### src/rtl/axi_wmon_pkg.sv
// Package: shared error encoding for the AXI4 write monitor.
// Assumes: codes are 1-based and flag bit i corresponds to code i+1.
package axi_wmon_pkg;
    typedef enum logic [2:0] {
        CODE_NONE = 3'd0,
        CODE_LEN  = 3'd1,
        CODE_RESP = 3'd2,
        CODE_HOLD = 3'd3,
        CODE_CAP  = 3'd4
    } err_code_e;

    localparam int NUM_ERR = 4;
    localparam int BIT_LEN  = 0;
    localparam int BIT_RESP = 1;
    localparam int BIT_HOLD = 2;
    localparam int BIT_CAP  = 3;
endpackage

### src/rtl/wmon_fifo.sv
// Module: small synchronous queue holding burst descriptors in order.
// Assumes: a push into a full queue is dropped unless a pop frees a slot
// in the same cycle; the dropped push is reported on overflow.
module wmon_fifo #(
    parameter int WIDTH = 8,
    parameter int DEPTH = 4
) (
    input  logic             clk,
    input  logic             rst_n,
    input  logic             push,
    input  logic [WIDTH-1:0] din,
    input  logic             pop,
    output logic [WIDTH-1:0] dout,
    output logic             empty,
    output logic             full,
    output logic             overflow
);
    localparam int PTR_W = (DEPTH > 1) ? $clog2(DEPTH) : 1;
    localparam int CNT_W = $clog2(DEPTH + 1);

    logic [WIDTH-1:0] mem [DEPTH];
    logic [PTR_W-1:0] wr_ptr, rd_ptr;
    logic [CNT_W-1:0] cnt;
    logic             do_push, do_pop;

    function automatic logic [PTR_W-1:0] ptr_inc(input logic [PTR_W-1:0] p);
        return (p == PTR_W'(DEPTH - 1)) ? '0 : p + PTR_W'(1);
    endfunction

    assign empty    = (cnt == '0);
    assign full     = (cnt == CNT_W'(DEPTH));
    assign do_pop   = pop && !empty;
    assign do_push  = push && (!full || do_pop);
    assign overflow = push && full && !do_pop;
    assign dout     = mem[rd_ptr];

    // Store the pushed entry at the write slot.
    always_ff @(posedge clk) begin
        if (do_push) mem[wr_ptr] <= din;
    end

    // Advance pointers and occupancy.
    always_ff @(posedge clk) begin
        if (!rst_n) begin
            wr_ptr <= '0;
            rd_ptr <= '0;
            cnt    <= '0;
        end else begin
            if (do_push) wr_ptr <= ptr_inc(wr_ptr);
            if (do_pop)  rd_ptr <= ptr_inc(rd_ptr);
            case ({do_push, do_pop})
                2'b10:   cnt <= cnt + CNT_W'(1);
                2'b01:   cnt <= cnt - CNT_W'(1);
                default: cnt <= cnt;
            endcase
        end
    end
endmodule

### src/rtl/wmon_beat_counter.sv
// Module: counts handshaken data beats and reports each finished burst.
// Assumes: w_hs is already the valid-and-ready product; a burst that
// reaches the maximum length without a last marker is reported as overrun
// and counting restarts.
module wmon_beat_counter #(
    parameter int LEN_W = 8
) (
    input  logic           clk,
    input  logic           rst_n,
    input  logic           w_hs,
    input  logic           w_last,
    output logic           done,
    output logic [LEN_W:0] beats,
    output logic           overrun
);
    logic [LEN_W-1:0] cnt_q;
    logic             at_max;

    assign at_max  = (cnt_q == '1);
    assign beats   = {1'b0, cnt_q} + (LEN_W + 1)'(1);
    assign done    = w_hs && w_last;
    assign overrun = w_hs && !w_last && at_max;

    // Track beats accepted so far in the current burst.
    always_ff @(posedge clk) begin
        if (!rst_n)                  cnt_q <= '0;
        else if (done || overrun)    cnt_q <= '0;
        else if (w_hs)               cnt_q <= cnt_q + LEN_W'(1);
    end
endmodule

### src/rtl/wmon_resp_tracker.sv
// Module: tracks bursts eligible for a response and checks the response
// channel hold rule.
// Assumes: match_good pulses once per correctly paired burst; a burst
// paired in the current cycle may be answered in that same cycle.
module wmon_resp_tracker #(
    parameter int PEND_W = 4
) (
    input  logic       clk,
    input  logic       rst_n,
    input  logic       match_good,
    input  logic       b_valid,
    input  logic       b_ready,
    input  logic [1:0] b_resp,
    output logic       resp_err,
    output logic       hold_err,
    output logic       pend_ovf
);
    localparam int PW1 = PEND_W + 1;

    logic [PEND_W-1:0] pend_q;
    logic [PW1-1:0]    pend_eff, pend_nxt;
    logic              hold_q;
    logic [1:0]        resp_q;
    logic              b_start, b_hs, dec;

    assign b_start  = b_valid && !hold_q;
    assign b_hs     = b_valid && b_ready;
    assign pend_eff = {1'b0, pend_q} + PW1'(match_good);
    assign resp_err = b_start && (pend_eff == '0);
    assign dec      = b_hs && (pend_eff != '0);
    assign pend_nxt = pend_eff - PW1'(dec);
    assign pend_ovf = pend_nxt[PEND_W];
    assign hold_err = hold_q && (!b_valid || (b_resp != resp_q));

    // Count eligible bursts, saturating on overflow.
    always_ff @(posedge clk) begin
        if (!rst_n)        pend_q <= '0;
        else if (pend_ovf) pend_q <= '1;
        else               pend_q <= pend_nxt[PEND_W-1:0];
    end

    // Remember a response that is waiting to be accepted.
    always_ff @(posedge clk) begin
        if (!rst_n) begin
            hold_q <= 1'b0;
            resp_q <= 2'b00;
        end else begin
            hold_q <= b_valid && !b_ready;
            resp_q <= b_resp;
        end
    end
endmodule

### src/rtl/axi_wr_monitor.sv
// Module: passive AXI4 write-port protocol monitor (top).
// Assumes: inputs are the raw channel signals of one write port with no
// IDs; it never drives the port. Addresses and data bursts are paired
// oldest-first through two queues; errors are sticky until reset.
module axi_wr_monitor
    import axi_wmon_pkg::*;
#(
    parameter int LEN_W    = 8,
    parameter int AW_DEPTH = 4,
    parameter int W_DEPTH  = 4,
    parameter int PEND_W   = 4,
    parameter int CNT_W    = 16
) (
    input  logic               clk,
    input  logic               rst_n,
    input  logic               aw_valid,
    input  logic               aw_ready,
    input  logic [LEN_W-1:0]   aw_len,
    input  logic               w_valid,
    input  logic               w_ready,
    input  logic               w_last,
    input  logic               b_valid,
    input  logic               b_ready,
    input  logic [1:0]         b_resp,
    output logic [NUM_ERR-1:0] err_flags,
    output logic [2:0]         err_code,
    output logic [CNT_W-1:0]   burst_count
);
    localparam int BEAT_W = LEN_W + 1;

    logic              aw_hs, w_hs;
    logic [LEN_W-1:0]  aw_head;
    logic [BEAT_W-1:0] w_head, w_beats;
    logic              aw_empty, aw_full, aw_ovf;
    logic              w_empty, w_full, w_ovf;
    logic              w_done, w_overrun;
    logic              match, match_good;
    logic              resp_err, hold_err, pend_ovf;
    logic [NUM_ERR-1:0] new_err, flags_q;
    err_code_e         code_q, first_code;
    logic [CNT_W-1:0]  count_q;

    assign aw_hs = aw_valid && aw_ready;
    assign w_hs  = w_valid && w_ready;

    wmon_fifo #(.WIDTH(LEN_W), .DEPTH(AW_DEPTH)) u_aw_q (
        .clk(clk), .rst_n(rst_n), .push(aw_hs), .din(aw_len), .pop(match),
        .dout(aw_head), .empty(aw_empty), .full(aw_full), .overflow(aw_ovf)
    );

    wmon_beat_counter #(.LEN_W(LEN_W)) u_beats (
        .clk(clk), .rst_n(rst_n), .w_hs(w_hs), .w_last(w_last),
        .done(w_done), .beats(w_beats), .overrun(w_overrun)
    );

    wmon_fifo #(.WIDTH(BEAT_W), .DEPTH(W_DEPTH)) u_w_q (
        .clk(clk), .rst_n(rst_n), .push(w_done), .din(w_beats), .pop(match),
        .dout(w_head), .empty(w_empty), .full(w_full), .overflow(w_ovf)
    );

    // Pair the oldest address with the oldest finished data burst.
    assign match      = !aw_empty && !w_empty;
    assign match_good = match && (w_head == ({1'b0, aw_head} + BEAT_W'(1)));

    wmon_resp_tracker #(.PEND_W(PEND_W)) u_resp (
        .clk(clk), .rst_n(rst_n), .match_good(match_good),
        .b_valid(b_valid), .b_ready(b_ready), .b_resp(b_resp),
        .resp_err(resp_err), .hold_err(hold_err), .pend_ovf(pend_ovf)
    );

    // Gather this cycle's violations into flag positions.
    always_comb begin
        new_err           = '0;
        new_err[BIT_LEN]  = (match && !match_good) || w_overrun;
        new_err[BIT_RESP] = resp_err;
        new_err[BIT_HOLD] = hold_err;
        new_err[BIT_CAP]  = aw_ovf || w_ovf || pend_ovf;
    end

    // Pick the lowest-numbered code among simultaneous violations.
    always_comb begin
        first_code = CODE_NONE;
        for (int i = NUM_ERR - 1; i >= 0; i--) begin
            if (new_err[i]) first_code = err_code_e'(3'(i + 1));
        end
    end

    // Keep sticky flags and the first error code.
    always_ff @(posedge clk) begin
        if (!rst_n) begin
            flags_q <= '0;
            code_q  <= CODE_NONE;
        end else begin
            flags_q <= flags_q | new_err;
            if (code_q == CODE_NONE) code_q <= first_code;
        end
    end

    // Count bursts whose length matched.
    always_ff @(posedge clk) begin
        if (!rst_n)          count_q <= '0;
        else if (match_good) count_q <= count_q + CNT_W'(1);
    end

    assign err_flags   = flags_q;
    assign err_code    = code_q;
    assign burst_count = count_q;
endmodule

### config.mk
export PLATFORM = sky130hd
export DESIGN_NAME = axi_wr_monitor
export DESIGN_NICKNAME = d
export VERILOG_FILES = /design/src/rtl/axi_wmon_pkg.sv /design/src/rtl/wmon_fifo.sv /design/src/rtl/wmon_beat_counter.sv /design/src/rtl/wmon_resp_tracker.sv /design/src/rtl/axi_wr_monitor.sv
export SDC_FILE = /design/constraint.sdc
export NUM_CORES = 1
export LEC_CHECK = 0
export BUFFER_PORTS_ARGS = -buffer_cell sky130_fd_sc_hd__buf_4
export CAP_MARGIN = 40
export CORE_ASPECT_RATIO = 0.9
export CORE_UTILIZATION = 51
export DETAILED_ROUTE_END_ITERATION = 10
export HOLD_SLACK_MARGIN = 0.03
export PLACE_DENSITY = 0.69
export SLEW_MARGIN = 20
export SYNTH_ARGS = -nofsm -noshare
export SYNTH_HDL_FRONTEND = slang
export SYNTH_SLANG_ARGS = --single-unit
### constraint.sdc
create_clock -name clk -period 5.69 [get_ports clk]
set_input_delay 1.138 -clock clk [delete_from_list [all_inputs] [get_ports clk]]
set_output_delay 1.138 -clock clk [all_outputs]
set_load 0.05 [all_outputs]
==> impl_metrics.ini <==
[critical_path]
crit_arrival_ps = 5310
endpoint_kind = flop
path_delay_family = compound AO/OA/AOI/OAI gates
cp.required_ps = 6020
cp_common_cell = ha_1
critPathKind = flop to flop
cp-start-kind = flop
cp_num_buf_inv = 0
max_stage_delay_ps = 650
critPathSlowestCell = dfxtp_1
path_cells = mux4_2, ha_1, nand3_1, o21ai_0, a211o_1, a211o_1, nor2_1, ha_1, ha_1, nor2_1, o21ai_0, and3_1, ha_1, ha_1, nor2_1, a21oi_1, o22ai_1, a311o_1, a21boi_0
crit_path_max_fanout = 8

[placed_design]
hpwl_um = 7130
place.gp.congestion = 0.813
dpl_worst_slack_ps = 752
port-buffer-count = 41

[layout]
area_growth_pct = 17.3
drive_gt1_share_pct = 17.6
antennaDiodeCount = 0
fin_nets = 553
fillers = 857

[detailed_routing]
avgViaCountPerCell = 5.51
first_pass_iters = 4
vias = 3636
drc = 0
drt_wl_total_um = 10300
drt_first_iter_violations = 172
detail_route.wl_per_cell_um = 15.6
antenna_left = 0

[synth]
syn_area_um2 = 5670
avgSynthCellArea_um2 = 12.1
synth-edff-count = 68
yosysSeqAreaShare_pct = 55.8
ys_seq_elements = 124
ys_warn_count = 0
synthArstFlopShare_pct = 0
synth_top_flop_cell = edfxtp_1
synth_cell_types = 56
synthCells = 467
syn_nets = 506

[timing]
finClkSkew_ps = 13.4
hold_viol = 0
setup-tns-final_ps = 0
slew_violations = 0
setup_violations = 0
period_minus_slack_ps = 4970
relSlewSlack_pct = 52.4
max_slew.worst_pin.slew_ps = 712
final.setup.worst_slack_ps = 718
finalCritPeriodShare_pct = 87.4
max_freq_mhz = 201
grt_setup_unrepaired = false

[worst_hold_path]
hp-class = flop to flop

[clocking]
clk_pin_slew_ps = 50
numCtsBuffers = 17
htreeDepth = 4
clockBufferDepth = 2
cts_tree = built
cts_setup_buffers = 0
numClockSinks = 124
ctsResizeCount = 0
ctsRootBufferMaster = clkbuf_16
cts_hold_repair.buffers = 0
clkLatencyLatePin_ps = 420

[floorplanning]
fp.dieW_um = 113
start_util_pct = 52.5
ios = 42
die_y_um = 102
fp.coreArea_um2 = 10800
die-area_um2 = 11500
std_cell_rows = 36

[power_and_ir_drop]
pwr-share-comb_pct = 20.4
p_per_area_nw_per_um2 = 400
peakVddDrop_uv = 304
p_seq_share_pct = 40.7
p_leak_nw = 2.57
clockPowerShare_pct = 38.8
internal-power_mw = 1.89
p_sw_share_pct = 28.9
switching_power_mw = 0.769
p_total_mw = 2.66

[global_routing]
gr-usage-met2_pct = 30.4
antenna_found_initial = 0
use_met1_pct = 24.6
grt_max_degree = 62
grt_pass1_vias = 3476
busiest_layer = met2
grt_pass1_wl_um = 16700
grt.overflow.total = 0
globalRouteMet3Util_pct = 5.99
track_usage_pct = 19.3

[outcome]
outcome = finished, final reports clean

[flow_run]
max-cap-violations = 0
[power by group through the flow]
stage	Clock, mW	Combinational (mW)	Sequential [mW]
after floorplan	0	0.413	1.11
after global placement	0	0.529	1.10
after detailed placement	0	0.546	1.10
after CTS	1.06	0.549	1.09
after global routing	1.09	0.601	1.10
final	1.03	0.544	1.08
[layout by cell type (no fill, tap or decap), types with 16 or more instances in the layout]
cell        n
nor2_1     28
edfxtp_1   68
xnor2_1    16
nand3_1    21
nand2_1    45
ha_1       18
dfxtp_1    56
buf_4      42
clkbuf_16  17
inv_1      18
and2_1     18
[routing by layer]
layer | routed length (um) | vias to the layer above
li1 | - | 1793
met1 | 4870 | 1758
met2 | 4810 | 70
met3 | 405 | 15
met4 | 222 | 0
met5 | 0 | -
[final timing paths]
check | end | from | cells after the start | slack [ps]
worst max register to register | u_resp.pend_q[3]$_SDFF_PN0_ | flop | 19 | 720
worst min-delay path | err_flags[0]$_SDFF_PN0_ | err_flags[0]$_SDFF_PN0_ | 1 | 470
worst min register to register | err_flags[0]$_SDFF_PN0_ | err_flags[0]$_SDFF_PN0_ | 1 | 470
worst max-delay path | u_resp.pend_q[3]$_SDFF_PN0_ | flop | 19 | 720
[synth_stat cells (7+ instances only)]
cell type / n / area share, %
nor2_1: 28 / 1.9
xnor2_1: 16 / 2.5
mux2i_1: 14 / 2.5
o21ai_0: 9 / 0.79
nand2b_1: 14 / 1.5
nor2b_1: 7 / 0.77
xor2_1: 11 / 1.7
a21oi_1: 10 / 0.88
and3_1: 14 / 1.5
mux4_2: 14 / 5.6
nand4_1: 8 / 0.88
inv_1: 18 / 1.2
nand3_1: 21 / 1.9
dfxtp_1: 56 / 20
and2_1: 18 / 2.0
nand2_1: 45 / 3.0
edfxtp_1: 68 / 36
o21a_1: 7 / 0.93
clkbuf_1: 9 / 0.60
ha_1: 18 / 4.0
[per-stage QoR]
stage	hold slack, ps	utilization [%]	std cells	instance area, um2
final	471	61.6	660	6650
after global routing	487	61.6	660	6650
after CTS	477	61.6	660	6650
after detailed placement	457	56.2	628	6080
after global placement	453	56.2	628	6080
after floorplan	449	-	467	5670
[kinds of logic after synthesis]
group / share of synthesized area (%)
DFF: 55.8
and+or+nand+nor: 16.1
buffers and inverters: 2.60
AOI/OAI and AO/OA: 7.26
xor gates and xnor gates: 4.17
adders and majority gates: 4.68
muxes: 9.42
[sequential cells by signal, indices dropped and copies added (netlist names), 3 cells and up, named ones only]
name	flops
u_w_q.mem	36
u_aw_q.mem	32
burst_count	16
u_beats.cnt_q	8
err_flags	4
u_resp.pend_q	4
err_code	3
u_aw_q.cnt	3
u_w_q.cnt	3
[cell type report]
type	instances	area, um2	share of cell area (%)
clock buffers	18	429	6.45
clock inverters	14	146	2.20
inverters	19	71.3	1.07
multi-input cells	310	2360	35.5
flip-flops and latches	124	3160	47.5
well taps	133	166	2.50
repair buffers	42	315	4.74
(Power assumes the default switching activity.)
